`src/rtl/i2cs_pkg.sv`:
```
package i2cs_pkg;
  typedef enum logic [2:0] {
    ST_IDLE,
    ST_ADDR,
    ST_PTR,
    ST_WR,
    ST_RD
  } i2cs_state_e;
endpackage

```
`src/rtl/i2cs_bus_cond.sv`:
```
module i2cs_bus_cond #(
  parameter int SYNC_STAGES = 2
) (
  input  logic clk,
  input  logic rst_n,
  input  logic scl_i,
  input  logic sda_i,
  output logic scl_s,
  output logic sda_s,
  output logic scl_rise,
  output logic scl_fall,
  output logic start_ev,
  output logic stop_ev
);
  localparam int NL = 2;
  logic [NL-1:0] raw;
  logic [NL-1:0] synced;
  logic [NL-1:0] last;

  assign raw = {scl_i, sda_i};

  for (genvar g = 0; g < NL; g++) begin : g_sync
    logic [SYNC_STAGES-1:0] chain;
    always_ff @(posedge clk or negedge rst_n) begin
      if (!rst_n) chain <= '1;
      else        chain <= {chain[SYNC_STAGES-2:0], raw[g]};
    end
    assign synced[g] = chain[SYNC_STAGES-1];
  end

  always_ff @(posedge clk or negedge rst_n) begin
    if (!rst_n) last <= '1;
    else        last <= synced;
  end

  assign scl_s    = synced[1];
  assign sda_s    = synced[0];
  assign scl_rise = synced[1] & ~last[1];
  assign scl_fall = ~synced[1] & last[1];
  assign start_ev = synced[1] & last[1] & ~synced[0] & last[0];
  assign stop_ev  = synced[1] & last[1] & synced[0] & ~last[0];
endmodule

```
`src/rtl/i2cs_regs.sv`:
```
module i2cs_regs #(
  parameter int AW       = 6,
  parameter int CLK_REGS = 8
) (
  input  logic                        clk,
  input  logic                        rst_n,
  input  logic                        wr_en,
  input  logic [AW-1:0]               wr_addr,
  input  logic [7:0]                  wr_data,
  input  logic [AW-1:0]               rd_addr,
  output logic [7:0]                  rd_data,
  input  logic                        snap_take,
  input  logic [8*CLK_REGS-1:0]       time_i,
  output logic                        clk_wr_valid,
  output logic [$clog2(CLK_REGS)-1:0] clk_wr_addr,
  output logic [7:0]                  clk_wr_data
);
  localparam int DEPTH = 1 << AW;
  localparam int RAM_N = DEPTH - CLK_REGS;
  localparam int CAW   = $clog2(CLK_REGS);

  logic [7:0]            ram [RAM_N];
  logic [8*CLK_REGS-1:0] snap;
  logic                  in_clk_wr;
  logic                  in_clk_rd;
  logic [AW-1:0]         ram_wi;
  logic [AW-1:0]         ram_ri;

  assign in_clk_wr = wr_addr < AW'(CLK_REGS);
  assign in_clk_rd = rd_addr < AW'(CLK_REGS);
  assign ram_wi    = wr_addr - AW'(CLK_REGS);
  assign ram_ri    = rd_addr - AW'(CLK_REGS);

  always_ff @(posedge clk or negedge rst_n) begin
    if (!rst_n) begin
      for (int i = 0; i < RAM_N; i++) ram[i] <= '0;
    end else if (wr_en && !in_clk_wr) begin
      ram[ram_wi] <= wr_data;
    end
  end

  always_ff @(posedge clk or negedge rst_n) begin
    if (!rst_n)         snap <= '0;
    else if (snap_take) snap <= time_i;
  end

  always_comb begin
    if (in_clk_rd) rd_data = snap[8*rd_addr[CAW-1:0] +: 8];
    else           rd_data = ram[ram_ri];
  end

  assign clk_wr_valid = wr_en && in_clk_wr;
  assign clk_wr_addr  = wr_addr[CAW-1:0];
  assign clk_wr_data  = wr_data;

  // the snapshot moves only at a START
  p_snap_hold_r5: assert property (@(posedge clk) disable iff (!rst_n)
    !snap_take |=> $stable(snap));
endmodule

```
`src/rtl/i2cs_proto.sv`:
```
module i2cs_proto
  import i2cs_pkg::*;
#(
  parameter logic [6:0] DEV_ADDR = 7'h68,
  parameter int         AW       = 6
) (
  input  logic          clk,
  input  logic          rst_n,
  input  logic          inhibit,
  input  logic          scl_s,
  input  logic          sda_s,
  input  logic          scl_rise,
  input  logic          scl_fall,
  input  logic          start_ev,
  input  logic          stop_ev,
  input  logic [7:0]    rd_data,
  output logic [AW-1:0] ptr,
  output logic          wr_en,
  output logic [AW-1:0] wr_addr,
  output logic [7:0]    wr_data,
  output logic          snap_take,
  output logic          sda_oe
);
  i2cs_state_e st;
  logic [3:0]  bitcnt;
  logic [7:0]  shreg;
  logic        in_ack;
  logic        rw;
  logic        nack;

  assign snap_take = start_ev && !inhibit;

  always_ff @(posedge clk or negedge rst_n) begin
    if (!rst_n) begin
      st <= ST_IDLE; bitcnt <= '0; shreg <= '0; in_ack <= 1'b0; rw <= 1'b0;
      nack <= 1'b0; ptr <= '0; wr_en <= 1'b0; wr_addr <= '0; wr_data <= '0;
      sda_oe <= 1'b0;
    end else if (inhibit) begin
      st <= ST_IDLE; bitcnt <= '0; in_ack <= 1'b0; ptr <= '0;
      wr_en <= 1'b0; sda_oe <= 1'b0;
    end else begin
      wr_en <= 1'b0;
      if (start_ev) begin
        st <= ST_ADDR; bitcnt <= '0; in_ack <= 1'b0; sda_oe <= 1'b0;
      end else if (stop_ev) begin
        st <= ST_IDLE; in_ack <= 1'b0; sda_oe <= 1'b0;
      end else if (st == ST_RD) begin
        if (scl_fall) begin
          if (in_ack) begin
            in_ack <= 1'b0;
            if (nack) begin
              st <= ST_IDLE; sda_oe <= 1'b0;
            end else begin
              shreg <= rd_data; sda_oe <= ~rd_data[7]; bitcnt <= '0;
            end
          end else if (bitcnt == 4'd7) begin
            sda_oe <= 1'b0; in_ack <= 1'b1; ptr <= ptr + 1'b1; bitcnt <= 4'd8;
          end else begin
            shreg <= {shreg[6:0], 1'b0}; sda_oe <= ~shreg[6]; bitcnt <= bitcnt + 1'b1;
          end
        end else if (scl_rise && in_ack) begin
          nack <= sda_s;
        end
      end else if (st != ST_IDLE) begin
        if (scl_rise && !in_ack && bitcnt < 4'd8) begin
          shreg <= {shreg[6:0], sda_s}; bitcnt <= bitcnt + 1'b1;
        end else if (scl_fall && !in_ack && bitcnt == 4'd8) begin
          if (st == ST_ADDR) begin
            if (shreg[7:1] == DEV_ADDR) begin
              rw <= shreg[0]; sda_oe <= 1'b1; in_ack <= 1'b1;
            end else begin
              st <= ST_IDLE;
            end
          end else if (st == ST_PTR) begin
            ptr <= shreg[AW-1:0]; sda_oe <= 1'b1; in_ack <= 1'b1;
          end else begin
            wr_en <= 1'b1; wr_addr <= ptr; wr_data <= shreg; ptr <= ptr + 1'b1;
            sda_oe <= 1'b1; in_ack <= 1'b1;
          end
        end else if (scl_fall && in_ack) begin
          in_ack <= 1'b0; bitcnt <= '0; sda_oe <= 1'b0;
          if (st == ST_ADDR && rw) begin
            st <= ST_RD; shreg <= rd_data; sda_oe <= ~rd_data[7];
          end else if (st == ST_ADDR) begin
            st <= ST_PTR;
          end else begin
            st <= ST_WR;
          end
        end
      end
    end
  end

  // off the bus whenever idle
  p_idle_quiet_r10: assert property (@(posedge clk) disable iff (!rst_n)
    (st == ST_IDLE) |-> !sda_oe);
  // inhibit clears pointer and releases SDA
  p_inhibit_clears_r8: assert property (@(posedge clk) disable iff (!rst_n)
    inhibit |=> (ptr == '0 && !sda_oe));
  // every stored byte leaves the pointer one further, modulo the window
  p_ptr_step_r4: assert property (@(posedge clk) disable iff (!rst_n)
    wr_en |-> (ptr == AW'(wr_addr + 1'b1)));
  // SDA is only newly pulled while SCL is low
  p_drive_scl_low_r6: assert property (@(posedge clk) disable iff (!rst_n)
    $rose(sda_oe) |-> !scl_s);
endmodule

```
`src/rtl/i2cs_regfile.sv`:
```
module i2cs_regfile #(
  parameter logic [6:0] DEV_ADDR    = 7'h68,
  parameter int         AW          = 6,
  parameter int         CLK_REGS    = 8,
  parameter int         SYNC_STAGES = 2
) (
  input  logic                        clk,
  input  logic                        rst_n,
  input  logic                        scl_i,
  input  logic                        sda_i,
  output logic                        sda_oe,
  input  logic                        inhibit,
  input  logic [8*CLK_REGS-1:0]       time_i,
  output logic                        clk_wr_valid,
  output logic [$clog2(CLK_REGS)-1:0] clk_wr_addr,
  output logic [7:0]                  clk_wr_data
);
  logic          scl_s, sda_s, scl_rise, scl_fall, start_ev, stop_ev;
  logic [7:0]    rd_data;
  logic [AW-1:0] ptr;
  logic          wr_en;
  logic [AW-1:0] wr_addr;
  logic [7:0]    wr_data;
  logic          snap_take;

  i2cs_bus_cond #(.SYNC_STAGES(SYNC_STAGES)) u_cond (
    .clk(clk), .rst_n(rst_n), .scl_i(scl_i), .sda_i(sda_i),
    .scl_s(scl_s), .sda_s(sda_s), .scl_rise(scl_rise), .scl_fall(scl_fall),
    .start_ev(start_ev), .stop_ev(stop_ev)
  );

  i2cs_proto #(.DEV_ADDR(DEV_ADDR), .AW(AW)) u_proto (
    .clk(clk), .rst_n(rst_n), .inhibit(inhibit),
    .scl_s(scl_s), .sda_s(sda_s), .scl_rise(scl_rise), .scl_fall(scl_fall),
    .start_ev(start_ev), .stop_ev(stop_ev), .rd_data(rd_data), .ptr(ptr),
    .wr_en(wr_en), .wr_addr(wr_addr), .wr_data(wr_data),
    .snap_take(snap_take), .sda_oe(sda_oe)
  );

  i2cs_regs #(.AW(AW), .CLK_REGS(CLK_REGS)) u_regs (
    .clk(clk), .rst_n(rst_n), .wr_en(wr_en), .wr_addr(wr_addr),
    .wr_data(wr_data), .rd_addr(ptr), .rd_data(rd_data),
    .snap_take(snap_take), .time_i(time_i),
    .clk_wr_valid(clk_wr_valid), .clk_wr_addr(clk_wr_addr),
    .clk_wr_data(clk_wr_data)
  );
endmodule

```
`config.mk`:
```
export PLATFORM = sky130hd
export DESIGN_NAME = i2cs_regfile
export DESIGN_NICKNAME = d
export VERILOG_FILES = /design/src/rtl/i2cs_pkg.sv /design/src/rtl/i2cs_bus_cond.sv /design/src/rtl/i2cs_regs.sv /design/src/rtl/i2cs_proto.sv /design/src/rtl/i2cs_regfile.sv
export SDC_FILE = /design/constraint.sdc
export NUM_CORES = 1
export LEC_CHECK = 0
export ABC_AREA = 1
export BUFFER_PORTS_ARGS = -buffer_cell sky130_fd_sc_hd__clkbuf_2
export CORE_MARGIN = 2
export CORE_UTILIZATION = 57
export DETAILED_ROUTE_END_ITERATION = 10
export PLACE_DENSITY = 0.77
export SKIP_LAST_GASP = 1
export SLEW_MARGIN = 20
export SYNTH_ARGS = -nofsm -noshare
export SYNTH_HDL_FRONTEND = slang
export SYNTH_HIERARCHICAL = 1
export SYNTH_SLANG_ARGS = --single-unit
```
`constraint.sdc`:
```
create_clock -name clk -period 2.7 [get_ports clk]
set_input_delay 0.27 -clock clk [delete_from_list [all_inputs] [get_ports clk]]
set_output_delay 0.27 -clock clk [all_outputs]
set_load 0.005 [all_outputs]
```
==> out/results.txt <==
internal power -> 15.22 mW
Net Sw Frac -> 33.38%
Routed Antenna Nets -> 0
row count -> 80
vias per inst -> 5.734
synthesis-stage register bit count -> 558
Seq pwr share -> 39.3%
number of global-route vias before repair -> 23590
Detailed Route WL -> 80940 um
unrepaired setup endpoints after global routing -> yes
Yosys cell types -> 37
Max-slew headroom -> 53.62%
port bufs -> 81
fin crit period -> 2.725 ns
worst slew pin tran -> 0.6950 ns
Cells after Synth -> 3551
first-pass GRT wire length -> 129200 um
routability cong. -> 0.8950
DIE AREA -> 49450 um^2
Area Growth Syn to Fin -> 16.05%
Hold Path Sink -> u_proto/ptr[4]
Fmax -> 367.0 MHz
worst-path maximum fanout -> 16
Sw Pwr -> 7.623 mW
largest net degree at the start of global routing -> 112
Longest Clk Path Bufs -> 3
Combinational Power Share -> 26.2%
Clk pin slew, worst setup/hold paths -> 0.06 ns
Final Hold Fails -> 0
worst hold stages -> 4
Lkg Pwr -> 14.48 nW
Filler Cells Inserted -> 3887
Crit path top cell by count -> nand2_1
Final Worst Setup Slack -> -0.02477 ns
DR pass1 iterations -> 8
ratio of cells with drive above 1 in the final layout -> 12.26%
most frequent cells in the layout -> nand2_1, dfrtp_1, o21ai_0, nand3_1, inv_1
clock latency at the later pin of the worst-skew pair -> 0.63 ns
worst hold path startpoint -> inhibit
RR Endpoint -> u_regs/ram[173]
Crit. End Element -> flip-flop
Final Setup Violations -> 1
TNS Setup -> -0.02477 ns
VDD IR max -> 0.5102 mV
internal reg-to-reg setup slack -> -0.02 ns
Max Slew Vio Count -> 0
Tot GR Track Use -> 32.81%
via count -> 24810
Clk network pwr share -> 34.5%
per-cell routed wire length -> 18.70 um
crit path kind -> reg2reg
Hold Path Class -> in2reg
Mapped Nets -> 3625
I/O pin total -> 82
crit path launch type -> flip-flop
hpwl dp -> 49580 um
Pwr Density -> 724.0 nW/um^2
DR DRC count -> 0
most common cell after layout, fill and taps aside -> nand2_1
max incr delay on CP -> 0.55 ns
mean area per synthesized cell -> 7.654 um^2
clock buffer count from CTS -> 57
Max Cap Viol -> 0
slowest CP cell -> nor3_2
CP required -> 3.17 ns
die height -> 222.4 um
Inserted Diodes -> 0
initial core utilization -> 57.29%
DRT iter0 DRCs -> 3351
Final period util -> 100.9%
Place WS -> 0.09383 ns
Ys Warns -> 6
sequential cell area fraction in the yosys report -> 51.40%
Critical Path AT -> 3.19 ns
failing checks -> setup timing
CTS tree -> yes
gr ovfl total -> 0
fin nets -> 3746
CTS root buffer -> clkbuf_16
Worst R2R Path Depth -> 7
antenna violations before repair -> 0
Post-Syn Area -> 27180 um^2
die width -> 222.4 um
Core ar. -> 47450 um^2
clk_skew -> 0.02176 ns
CTS Sinks -> 558
status -> complete, but fails checks
CP Cell Sequence -> inv_2 > ha_1 > inv_1 > nor3_2 > nand2_1 > nand2_1 > o21ai_0
worst reg2reg path startpoint -> u_proto/wr_addr[3]
H-tree levels -> 2
## cell families after synthesis
kind of cell | count (synthesis) | share of synthesized area, %
compound gates | 663 | 12.64
xor+xnor | 2 | 0.06446
fa+ha+maj | 5 | 0.2302
buf+inv | 524 | 7.527
flops | 558 | 51.40
mux | 32 | 1.326
simple gates | 1767 | 26.81
## per-stage QoR
step / std cells / util, % / hold slack, ns / power, mW / instance area [um^2]
CTS: 4322 / 66.08 / 0.09969 / 22.41 / 31350
global route: 4327 / 66.48 / 0.1412 / 23.72 / 31540
global placement: 4156 / 60.80 / 0.1733 / 14.44 / 28850
floorplan: 3551 / - / -0.02559 / 12.39 / 27190
finish: 4327 / 66.48 / 0.1250 / 22.84 / 31540
detailed placement: 4156 / 60.80 / 0.1755 / 14.48 / 28850
## how the worst max path moves through the flow
stage | endpoint | depth (start not counted) | start
after global placement | u_proto/shreg[4] | 17 | u_proto/ptr[1]
after detailed placement | u_proto/shreg[4] | 17 | u_proto/ptr[1]
final | u_regs/ram[173] | 7 | u_proto/wr_addr[3]
after global routing | u_regs/ram[104] | 6 | u_proto/wr_addr[3]
after floorplan | u_proto/shreg[7] | 21 | u_proto/ptr[3]
after CTS | u_proto/shreg[5] | 17 | u_proto/ptr[0]
## registers in the layout (all words and copies together), names as in the netlist
signal,flops
u_cond/g_sync.chain,4
u_proto/shreg,8
u_proto/wr_en,1
u_proto/st,3
u_proto/nack,1
u_regs/ram,448
u_regs/snap,64
u_proto/wr_data,8
u_proto/bitcnt,4
u_proto/in_ack,1
u_proto/wr_addr,6
u_proto/ptr,6
u_proto/sda_oe,1
u_cond/last,2
u_proto/rw,1
## cell usage after synthesis
library cell / number / area share [%]
nor3_1: 6 / 0.11
nor3b_1: 1 / 0.028
nand4_1: 4 / 0.092
nor3_2: 7 / 0.26
o21ai_2: 7 / 0.23
nand2_1: 1264 / 17
buf_6: 2 / 0.083
xnor2_1: 1 / 0.032
inv_1: 279 / 3.9
or2_2: 16 / 0.37
buf_2: 12 / 0.22
nor2_4: 7 / 0.29
nor2_1: 141 / 1.9
ha_1: 5 / 0.23
nand2_2: 9 / 0.21
xor2_1: 1 / 0.032
o211ai_1: 31 / 0.86
nor2_2: 13 / 0.30
dfstp_2: 6 / 0.58
buf_1: 23 / 0.32
nand3_4: 1 / 0.064
nand4_2: 1 / 0.046
clkbuf_1: 180 / 2.5
mux2_2: 32 / 1.3
buf_4: 13 / 0.36
nand3_2: 5 / 0.18
dfrtp_1: 552 / 51
a21oi_1: 57 / 1.0
or2_1: 1 / 0.023
inv_2: 13 / 0.18
nand3_1: 289 / 5.3
o21ai_1: 57 / 1.0
o21ai_0: 506 / 9.3
o21bai_1: 5 / 0.14
nand2_4: 1 / 0.041
nor4_4: 1 / 0.078
clkinv_1: 2 / 0.028
## what timing repair did
item	4_1_cts	5_1_grt
setup buffers	0	3
resized for setup	0	31
hold buffers	67	0
setup endpoints to repair	0	110
hold endpoints to repair	422	0
## power groups by stage
| stage | clock network, mW | logic [mW] | registers, mW |
|---|---|---|---|
| after floorplan | 0 | 3.39 | 9.00 |
| after global placement | 0 | 5.37 | 9.07 |
| after detailed placement | 0 | 5.40 | 9.08 |
| after CTS | 7.96 | 5.52 | 8.93 |
| after global routing | 8.30 | 6.43 | 8.99 |
| final | 7.89 | 5.98 | 8.97 |
## critical path: cells and delay by family (launching register included)
family	cells	cell delay, ns
DFF	1	0.47
buffers and inverters	2	0.32
AOI/OAI and AO/OA	1	0.10
and+or+nand+nor	3	1.26
adders and majority gates	1	0.41
## area by class of cell
class                      instances  area [um^2]  share of cell area, %
multi-input combinational       2469        11230                  35.59
inverter                         294         1122                  3.558
sequential                       558        13980                  44.32
clock buffer                      87         1692                  5.363
clock inverter                    12        142.6                 0.4522
timing repair buffer             292         2611                  8.278
tap                              615        769.5                  2.440
## per-layer routing
| metal | up-vias | wire length (um) | global-route usage [%] |
|---|---|---|---|
| met2 | 1244 | 36820 | 50.22 |
| li1 | 11550 | - | - |
| met1 | 11750 | 33520 | 46.10 |
| met3 | 268 | 7266 | 5.964 |
| met4 | 0 | 3331 | 14.40 |
| met5 | - | 0 | 0 |
No activity file was read; power rests on OpenSTA's default activity.
